<file path="src/rtl/stopcond_pkg.sv">
package stopcond_pkg;
  // strobes from control to datapath
  typedef struct packed {
    logic shotStart;  // start edge this cycle: re-arm, clear status
    logic blankOn;    // gated channels suppressed this cycle
  } ctrlStrobe_t;
endpackage

</file>
<file path="src/rtl/stopcond_ctrl.sv">
module stopcond_ctrl
  import stopcond_pkg::*;
#(
  parameter int EXT_W     = 8,
  parameter int BASE_DLY  = 4,
  parameter int START_DLY = 2
) (
  input  logic             clk,
  input  logic             rstN,
  input  logic             startIn,
  input  logic [EXT_W-1:0] blankExt,
  output ctrlStrobe_t      strobes,
  output logic             startOut,
  output logic             blankOpen
);
  localparam int CNT_W = $clog2(BASE_DLY + (1 << EXT_W));

  logic             startQ;
  logic             startEdge;
  logic [CNT_W-1:0] blankCnt;
  logic             cntLive;

  assign startEdge = startIn & ~startQ;
  assign cntLive   = (blankCnt != '0);

  always_ff @(posedge clk or negedge rstN) begin
    if (!rstN) begin
      startQ   <= 1'b0;
      blankCnt <= '0;
    end else begin
      startQ <= startIn;
      if (startEdge)
        blankCnt <= CNT_W'(BASE_DLY) + CNT_W'(blankExt);
      else if (cntLive)
        blankCnt <= blankCnt - 1'b1;
    end
  end

  assign strobes.shotStart = startEdge;
  assign strobes.blankOn   = startEdge | cntLive;
  assign blankOpen         = cntLive;

  generate
    if (START_DLY == 0) begin : g_noDelay
      assign startOut = startEdge;
    end else begin : g_delay
      logic [START_DLY-1:0] startPipe;
      always_ff @(posedge clk or negedge rstN) begin
        if (!rstN) startPipe <= '0;
        else if (START_DLY == 1) startPipe <= startEdge;
        else startPipe <= {startPipe[START_DLY-2:0], startEdge};
      end
      assign startOut = startPipe[START_DLY-1];
    end
  endgenerate
endmodule

</file>
<file path="src/rtl/stopcond_path.sv">
module stopcond_path
  import stopcond_pkg::*;
#(
  parameter int NUM_STOPS = 5,
  parameter int UNGATED   = 0
) (
  input  logic                           clk,
  input  logic                           rstN,
  input  logic [NUM_STOPS-1:0]           stopIn,
  input  ctrlStrobe_t                    strobes,
  output logic [NUM_STOPS-1:0]           stopOut,
  output logic [NUM_STOPS-1:0]           firedMask,
  output logic [NUM_STOPS*$clog2(NUM_STOPS+1)-1:0] rankOut
);
  localparam int RANK_W = $clog2(NUM_STOPS + 1);

  logic [NUM_STOPS-1:0] stopQ;
  logic [NUM_STOPS-1:0] stopEdge;
  logic [NUM_STOPS-1:0] passMask;
  logic [NUM_STOPS-1:0] armed;
  logic [NUM_STOPS-1:0] accept;
  logic [RANK_W-1:0]    firedCnt;
  logic [RANK_W-1:0]    acceptCnt;

  assign stopEdge = stopIn & ~stopQ;

  generate
    for (genvar i = 0; i < NUM_STOPS; i++) begin : g_gate
      if (i == UNGATED) begin : g_open
        assign passMask[i] = 1'b1;
      end else begin : g_blank
        assign passMask[i] = ~strobes.blankOn;
      end
    end
  endgenerate

  assign accept = stopEdge & armed & passMask & {NUM_STOPS{~strobes.shotStart}};

  always_comb begin
    acceptCnt = '0;
    for (int i = 0; i < NUM_STOPS; i++)
      acceptCnt = acceptCnt + RANK_W'(accept[i]);
  end

  always_ff @(posedge clk or negedge rstN) begin
    if (!rstN) begin
      stopQ     <= '0;
      armed     <= '0;
      firedMask <= '0;
      firedCnt  <= '0;
      stopOut   <= '0;
    end else begin
      stopQ   <= stopIn;
      stopOut <= accept;
      if (strobes.shotStart) begin
        armed     <= '1;
        firedMask <= '0;
        firedCnt  <= '0;
      end else begin
        armed     <= armed & ~accept;
        firedMask <= firedMask | accept;
        firedCnt  <= firedCnt + acceptCnt;
      end
    end
  end

  generate
    for (genvar i = 0; i < NUM_STOPS; i++) begin : g_rank
      always_ff @(posedge clk or negedge rstN) begin
        if (!rstN)
          rankOut[i*RANK_W +: RANK_W] <= '0;
        else if (strobes.shotStart)
          rankOut[i*RANK_W +: RANK_W] <= '0;
        else if (accept[i])
          rankOut[i*RANK_W +: RANK_W] <= firedCnt;
      end
    end
  endgenerate
endmodule

</file>
<file path="src/rtl/stop_conditioner.sv">
module stop_conditioner
  import stopcond_pkg::*;
#(
  parameter int NUM_STOPS = 5,
  parameter int EXT_W     = 8,
  parameter int BASE_DLY  = 4,
  parameter int START_DLY = 2,
  localparam int RANK_W   = $clog2(NUM_STOPS + 1)
) (
  input  logic                        clk,
  input  logic                        rstN,
  input  logic                        startIn,
  input  logic [NUM_STOPS-1:0]        stopIn,
  input  logic [EXT_W-1:0]            blankExt,
  output logic                        startOut,
  output logic [NUM_STOPS-1:0]        stopOut,
  output logic                        blankOpen,
  output logic [NUM_STOPS-1:0]        firedMask,
  output logic [NUM_STOPS*RANK_W-1:0] rankOut
);
  ctrlStrobe_t strobes;

  stopcond_ctrl #(
    .EXT_W(EXT_W), .BASE_DLY(BASE_DLY), .START_DLY(START_DLY)
  ) u_ctrl (
    .clk(clk), .rstN(rstN), .startIn(startIn), .blankExt(blankExt),
    .strobes(strobes), .startOut(startOut), .blankOpen(blankOpen)
  );

  stopcond_path #(
    .NUM_STOPS(NUM_STOPS), .UNGATED(0)
  ) u_path (
    .clk(clk), .rstN(rstN), .stopIn(stopIn), .strobes(strobes),
    .stopOut(stopOut), .firedMask(firedMask), .rankOut(rankOut)
  );
endmodule

</file>
<file path="config.mk">
export PLATFORM = sky130hd
export DESIGN_NAME = stop_conditioner
export DESIGN_NICKNAME = d
export VERILOG_FILES = /design/src/rtl/stopcond_pkg.sv /design/src/rtl/stopcond_ctrl.sv /design/src/rtl/stopcond_path.sv /design/src/rtl/stop_conditioner.sv
export SDC_FILE = /design/constraint.sdc
export NUM_CORES = 1
export LEC_CHECK = 0
export ABC_AREA = 0
export BUFFER_PORTS_ARGS = -buffer_cell sky130_fd_sc_hd__buf_2
export CAP_MARGIN = 5
export CORE_UTILIZATION = 41
export CTS_BUF_LIST = sky130_fd_sc_hd__clkbuf_4 sky130_fd_sc_hd__clkbuf_8
export DETAILED_ROUTE_END_ITERATION = 6
export HOLD_SLACK_MARGIN = 0.05
export SYNTH_ARGS = -nofsm -noshare
export SYNTH_HDL_FRONTEND = slang
export SYNTH_SLANG_ARGS = --single-unit
</file>
<file path="constraint.sdc">
create_clock -name clk -period 3.8 [get_ports clk]
set_input_delay 0.38 -clock clk [delete_from_list [all_inputs] [get_ports clk]]
set_output_delay 0.38 -clock clk [all_outputs]
set_load 0.02 [all_outputs]
</file>
; ---- Word-level counts from Yosys, hierarchy flattened
; Cells that the tools add are included.
[op_classes]
n_addsub = 7
n_mul = 0
n_div = 0
magnitude_cmp = 0
eq_ne = 0
shift = 0
muxes = 15
bitwise_logic = 13
reduce_logical = 7
[op_table]
columns = operator, n
row1 = $mux W3, 11
row2 = $and A5 B5 Y5, 5
row3 = $mux W9, 2
row4 = $reduce_bool A2 Y1, 6
row5 = $mux W5, 2
row6 = $not A5 Y5, 2
row7 = $add A3 B1 Y3, 3
row8 = $add A3 B8 Y9 const A, 1
row9 = $reduce_bool A9 Y1, 1
row10 = $sub A9 B1 Y9 const B, 1
row11 = $or A5 B5 Y5, 1
row12 = $add A3 B3 Y3, 1
row13 = $not A1 Y1, 3
row14 = $add A1 B1 Y2, 1
row15 = $and A1 B1 Y1, 1
row16 = $or A1 B1 Y1, 1
[totals]
reg_bits = 50
latch_bits = 0
ram_bits = 0
mem_bits_ro = 0
in_bits = 16
wordCells = 55
mem_count = 0

; ---- Longest topological paths before layout
[depth]
ltp_word = 12
ltp_mapped = 14
mapped_depth_nobuf = 14

; ---- Modules after synthesis
; Synthesis repeated with hierarchy kept, for this count alone.
[hier_totals]
cells_unflattened = 195
hier_area_um2 = 2274.7
[modules_own_cells]
columns = mod, instances, cells_per_inst, area_each_um2, seq_area_each_um2
row1 = stopcond_path, 1, 121, 1591.5, 950.9
row2 = stopcond_ctrl, 1, 74, 683.2, 300.3

; ---- Worst setup path after synthesis
; No wires, ideal clock.
[synth_path]
path_kind = reg-to-reg
startpoint = register u_ctrl.blankCnt[0]
endpoint = register u_path.firedCnt[2]
arrival_ps = 3376
required_ps = 3679
path_slack_ps = 303
stages_incl_launch_ff = 15
n_path_buf = 0
synth_period_minus_slack_ps = 3497
path_cell_list = dfrtp_1 inv_1 ha_1 nor4b_4 nand2_2 nor2_4 and3_1 ha_1 inv_1 fa_1 fa_1 fa_1 xnor2_1 xnor2_1 nor2_1
[synth_between]
elab_chain_len = 11
[synth_lines]
columns = item, line_no
row1 = "start, declared", stopcond_ctrl.sv:20  ; logic [CNT_W-1:0] blankCnt;
row2 = "start signal, assigned", stopcond_ctrl.sv:33  ; blankCnt <= CNT_W'(BASE_DLY) + CNT_W'(blankExt);
row3 = "start signal, assigned", stopcond_ctrl.sv:35  ; blankCnt <= blankCnt - 1'b1;
row4 = $reduce_bool A9 Y1, stopcond_ctrl.sv:24  ; assign cntLive = (blankCnt != '0);
row5 = via blankOpen, stop_conditioner.sv:17  ; output logic blankOpen,
row6 = $or A1 B1 Y1, stopcond_ctrl.sv:40  ; assign strobes.blankOn = startEdge | cntLive;
row7 = $not A1 Y1, stopcond_path.sv:32  ; assign passMask[i] = ~strobes.blankOn;
row8 = $and A5 B5 Y5 (2 in series), stopcond_path.sv:37  ; assign accept = stopEdge & armed & passMask & {NUM_STOPS{~strobes.shotStart}};
row9 = via u_path.accept[1], stopcond_path.sv:21  ; logic [NUM_STOPS-1:0] accept;
row10 = $add A1 B1 Y2, stopcond_path.sv:42  ; acceptCnt = acceptCnt + RANK_W'(accept[i]);
row11 = $add A3 B1 Y3 (3 in series), stopcond_path.sv:42
row12 = $add A3 B3 Y3, stopcond_path.sv:62  ; firedCnt <= firedCnt + acceptCnt;
row13 = $mux W3, stopcond_path.sv:55  ; if (strobes.shotStart) begin
row14 = "end signal, assigned", stopcond_path.sv:62
row15 = "end, declared", stopcond_path.sv:22  ; logic [RANK_W-1:0] firedCnt;
; The timed path passes the listed nets, and every way through them passes these cells.
; A chain may end at the register's enable or synchronous reset.

; ---- Final worst setup path
[layout_path]
startpoint = register u_ctrl.blankCnt[4]
endpoint = register u_path.firedCnt[2]
[layout_between]
elab_chain_len = 11
[layout_lines]
columns = item, line_no
row1 = $reduce_bool A9 Y1, stopcond_ctrl.sv:24
row2 = $or A1 B1 Y1, stopcond_ctrl.sv:40
row3 = $not A1 Y1, stopcond_path.sv:32
row4 = $and A5 B5 Y5 (2 in series), stopcond_path.sv:37
row5 = via u_path.accept[1], stopcond_path.sv:21
row6 = $add A1 B1 Y2, stopcond_path.sv:42
row7 = $add A3 B1 Y3 (3 in series), stopcond_path.sv:42
row8 = $add A3 B3 Y3, stopcond_path.sv:62
row9 = $mux W3, stopcond_path.sv:55
; The timed path passes the listed nets, and every way through them passes these cells.

==> impl_metrics.py <==
metrics = {
    "clock_tree": {
        "cts.sinks": 50,
        "cts_buffers": 5,
        "cts-resized-gates": 0,
        "clock-root-buffer": "clkbuf_8",
        "clock_path_buffers": 2,
        "clk_pin_slew_ns": 0.09,
        "postCtsSetupBuffers": 0,
        "cts-hold-fix-buffers": 0,
        "cts_tree": "yes",
        "clk_latency_ns": 0.30,
        "htreeDepth": 2,
    },
    "logic_synthesis": {
        "synth.yosys.seq_area_share_pct": 57.47,
        "synth_top_area_cell": "dfrtp_1",
        "synthTopCellsByArea": "dfrtp_1, nand3_1, o21ai_0",
        "ys_ff_latch": 50,
        "async_flop_share_pct": 100.0,
        "syn-cell-area_um2": 2177,
        "avgSynthCellArea_um2": 10.83,
        "yosysMostFrequentCell": "dfrtp_1",
        "synth_edf_count": 0,
        "ys_types": 34,
        "synth_top_area_share_pct": 57.47,
        "synthTopCellsByCount": "dfrtp_1, nand2_1, nand3_1, nor2_1, o21ai_0",
        "synthCells": 201,
        "synth_warnings": 0,
        "synth_ff_type": "dfrtp_1",
        "synth_fp_nets": 225,
    },
    "die": {
        "ioPinCount": 43,
        "die_w_um": 74.87,
        "dieArea_um2": 5606,
        "die_y_um": 74.87,
        "initial_core_util_pct": 42.63,
        "rows": 26,
        "coreArea_um2": 5107,
    },
    "power": {
        "p_total_uw": 1165,
        "swShare_pct": 26.96,
        "power.density_nw_per_um2": 447.8,
        "vdd_drop_max_uv": 240.2,
        "power_switching_uw": 314.2,
        "leakage_uw": 0.001268,
        "internal_power_uw": 851.2,
        "power_frac_comb_pct": 13.1,
        "clkPwrFrac_pct": 33.9,
        "seqPwrFrac_pct": 53.1,
    },
    "setup_path": {
        "slowest_delay_ns": 0.47,
        "worstSetupEndpointType": "flop",
        "critPathTopFamily": "adder cells",
        "critPathMaxFanout": 9,
        "critPathSlowestCell": "nor4_4",
        "cp_data_required_time_ns": 4.00,
        "cp.arrival_ns": 3.71,
        "path_class": "reg2reg",
        "crit_chain": "nor4_4 -> nand2_2 -> nor2_4 -> and3_1 -> ha_1 -> inv_1 -> fa_1 -> fa_1 -> fa_1 -> xnor2_1 -> xnor2_1 -> nor2_1",
        "critPathMostFrequentCell": "fa_1",
        "crit_path_start_kind": "flop",
        "crit_buf_inv": 1,
    },
    "sta": {
        "holdWs_ns": 0.1880,
        "finalClockSkew_ns": 0.009175,
        "hold_viol_final": 0,
        "tns_ns": 0,
        "rsz0062_at_grt": "false",
        "max_clock_freq_mhz": 284.5,
        "slew_violations": 0,
        "setup_viol": 0,
        "period_share_pct": 92.50,
        "finalCriticalPeriod_ns": 3.515,
        "relSlewSlack_pct": 25.98,
        "max_slew.worst_pin.slew_ns": 1.110,
    },
    "detailed_routing": {
        "drc": 0,
        "drt_wl_total_um": 4363,
        "routedWlPerCell_um": 13.68,
        "vias": 1564,
        "drt_iter0_drc": 45,
        "avgViaCountPerCell": 4.903,
        "ant_nets": 0,
        "firstDrtPassIters": 4,
    },
    "grt": {
        "grt_util_all_layers_pct": 17.24,
        "grt_pass1_wl_um": 7169,
        "grt_pass1_vias": 1452,
        "antenna_found_initial": 0,
        "grt_max_degree": 51,
        "grt_overflow": 0,
    },
    "layout": {
        "syn2layout_area_growth_pct": 19.54,
        "diodes": 0,
        "drive_gt1_share_pct": 24.10,
        "fin_nets": 272,
        "final_util_pct": 50.96,
    },
    "run": {
        "maxCapViolCount": 0,
    },
    "place": {
        "gp_congestion": 0.7852,
        "hpwl_um": 3019,
        "io_buffers": 42,
    },
    "hold_path": {
        "hp-class": "in2reg",
    },
    "status": {
        "status": "complete, no violations",
    },
}
-- layout make-up --
| cell class | count | area [µm²] |
|---|---|---|
| Fill cell | 490 | 2505 |
| Sequential cell | 50 | 1251 |
| Multi-Input combinational cell | 132 | 853.3 |
| Timing Repair Buffer | 46 | 240.2 |
| Tap cell | 70 | 87.58 |
| Clock buffer | 6 | 82.58 |
| Inverter | 13 | 48.80 |
| Clock inverter | 2 | 38.79 |
-- placed cells by master (no fill, tap or decap), types with 2 or more instances in the layout --
master / instances
xor2_1: 2
nand2_1: 19
inv_1: 13
and2_1: 3
a31oi_1: 3
and3_1: 2
o21ai_0: 15
and3b_1: 3
a311oi_1: 2
clkbuf_8: 6
dfrtp_1: 50
a21boi_0: 2
nor2_1: 16
mux2i_1: 3
nor3_1: 2
nand3b_1: 2
nand2b_1: 3
buf_2: 42
a21oi_1: 10
buf_4: 4
nand3_1: 19
xnor2_1: 6
ha_1: 5
fa_1: 3
o31ai_1: 2
-- metrics by stage --
stage	cell area [µm²]	instances	setup slack, ns
after global placement	2481	311	0.3700
after CTS	2603	319	0.2845
after floorplan	2177	201	0.3033
after global routing	2603	319	0.05440
after detailed placement	2481	311	0.2999
final	2603	319	0.2850
-- flip-flops by register name, indices dropped and copies added, names as in the netlist, 2 cells and up --
signal and cells:
u_path.armed 5, u_path.rankOut 15, u_ctrl.blankCnt 9, u_ctrl.g_delay.startPipe 2, u_path.firedCnt 3, u_path.stopOut 5, u_path.stopQ 5, u_path.firedMask 5
-- power by group through the flow --
stage          sequential, µW  combinational [µW]  clock [µW]
5_1_grt                   624                 173         427
3_5_place_dp              628                 152           0
2_1_floorplan             624                98.2           0
3_3_place_gp              625                 153           0
6_report                  618                 152         394
4_1_cts                   618                 155         408
-- final timing paths --
path | slack (ns) | endpoint | from | cells after the start
min | 0.19 | u_path.stopQ[1] | stopIn[1] | 1
max reg2reg | 0.28 | u_path.firedCnt[2] | u_ctrl.blankCnt[4] | 12
max in group asynchronous | 2.83 | u_path.stopOut[3] | rstN | 1
min in group asynchronous | 0.29 | u_path.rankOut[7] | rstN | 1
max | 0.28 | u_path.firedCnt[2] | u_ctrl.blankCnt[4] | 12
min reg2reg | 0.36 | u_ctrl.g_delay.startPipe[1] | u_ctrl.g_delay.startPipe[0] | 0
-- logic make-up after synthesis --
group,share of synthesized area [%]
AO/OA/AOI/OAI,9.540
XOR/XNOR,3.219
adder cells (fa/ha/maj),5.632
buffers and inverters,3.333
flip-flops,57.47
multiplexers,1.379
AND/OR/NAND/NOR,19.43
-- worst register-to-register path, cell delays in order (launching register included) --
cell and delay [ns]:
dfrtp_1 0.46, nor4_4 0.47, nand2_2 0.25, nor2_4 0.20
and3_1 0.20, ha_1 0.23, inv_1 0.07, fa_1 0.42
fa_1 0.39, fa_1 0.38, xnor2_1 0.17, xnor2_1 0.14
nor2_1 0.05
-- metal layers --
layer	track usage, %	routed length [µm]
met1	24.94	2141
met2	26.43	1998
met3	4.150	176
met4	3.774	46
met5	0	0
No activity file was read; power rests on OpenSTA's default activity.
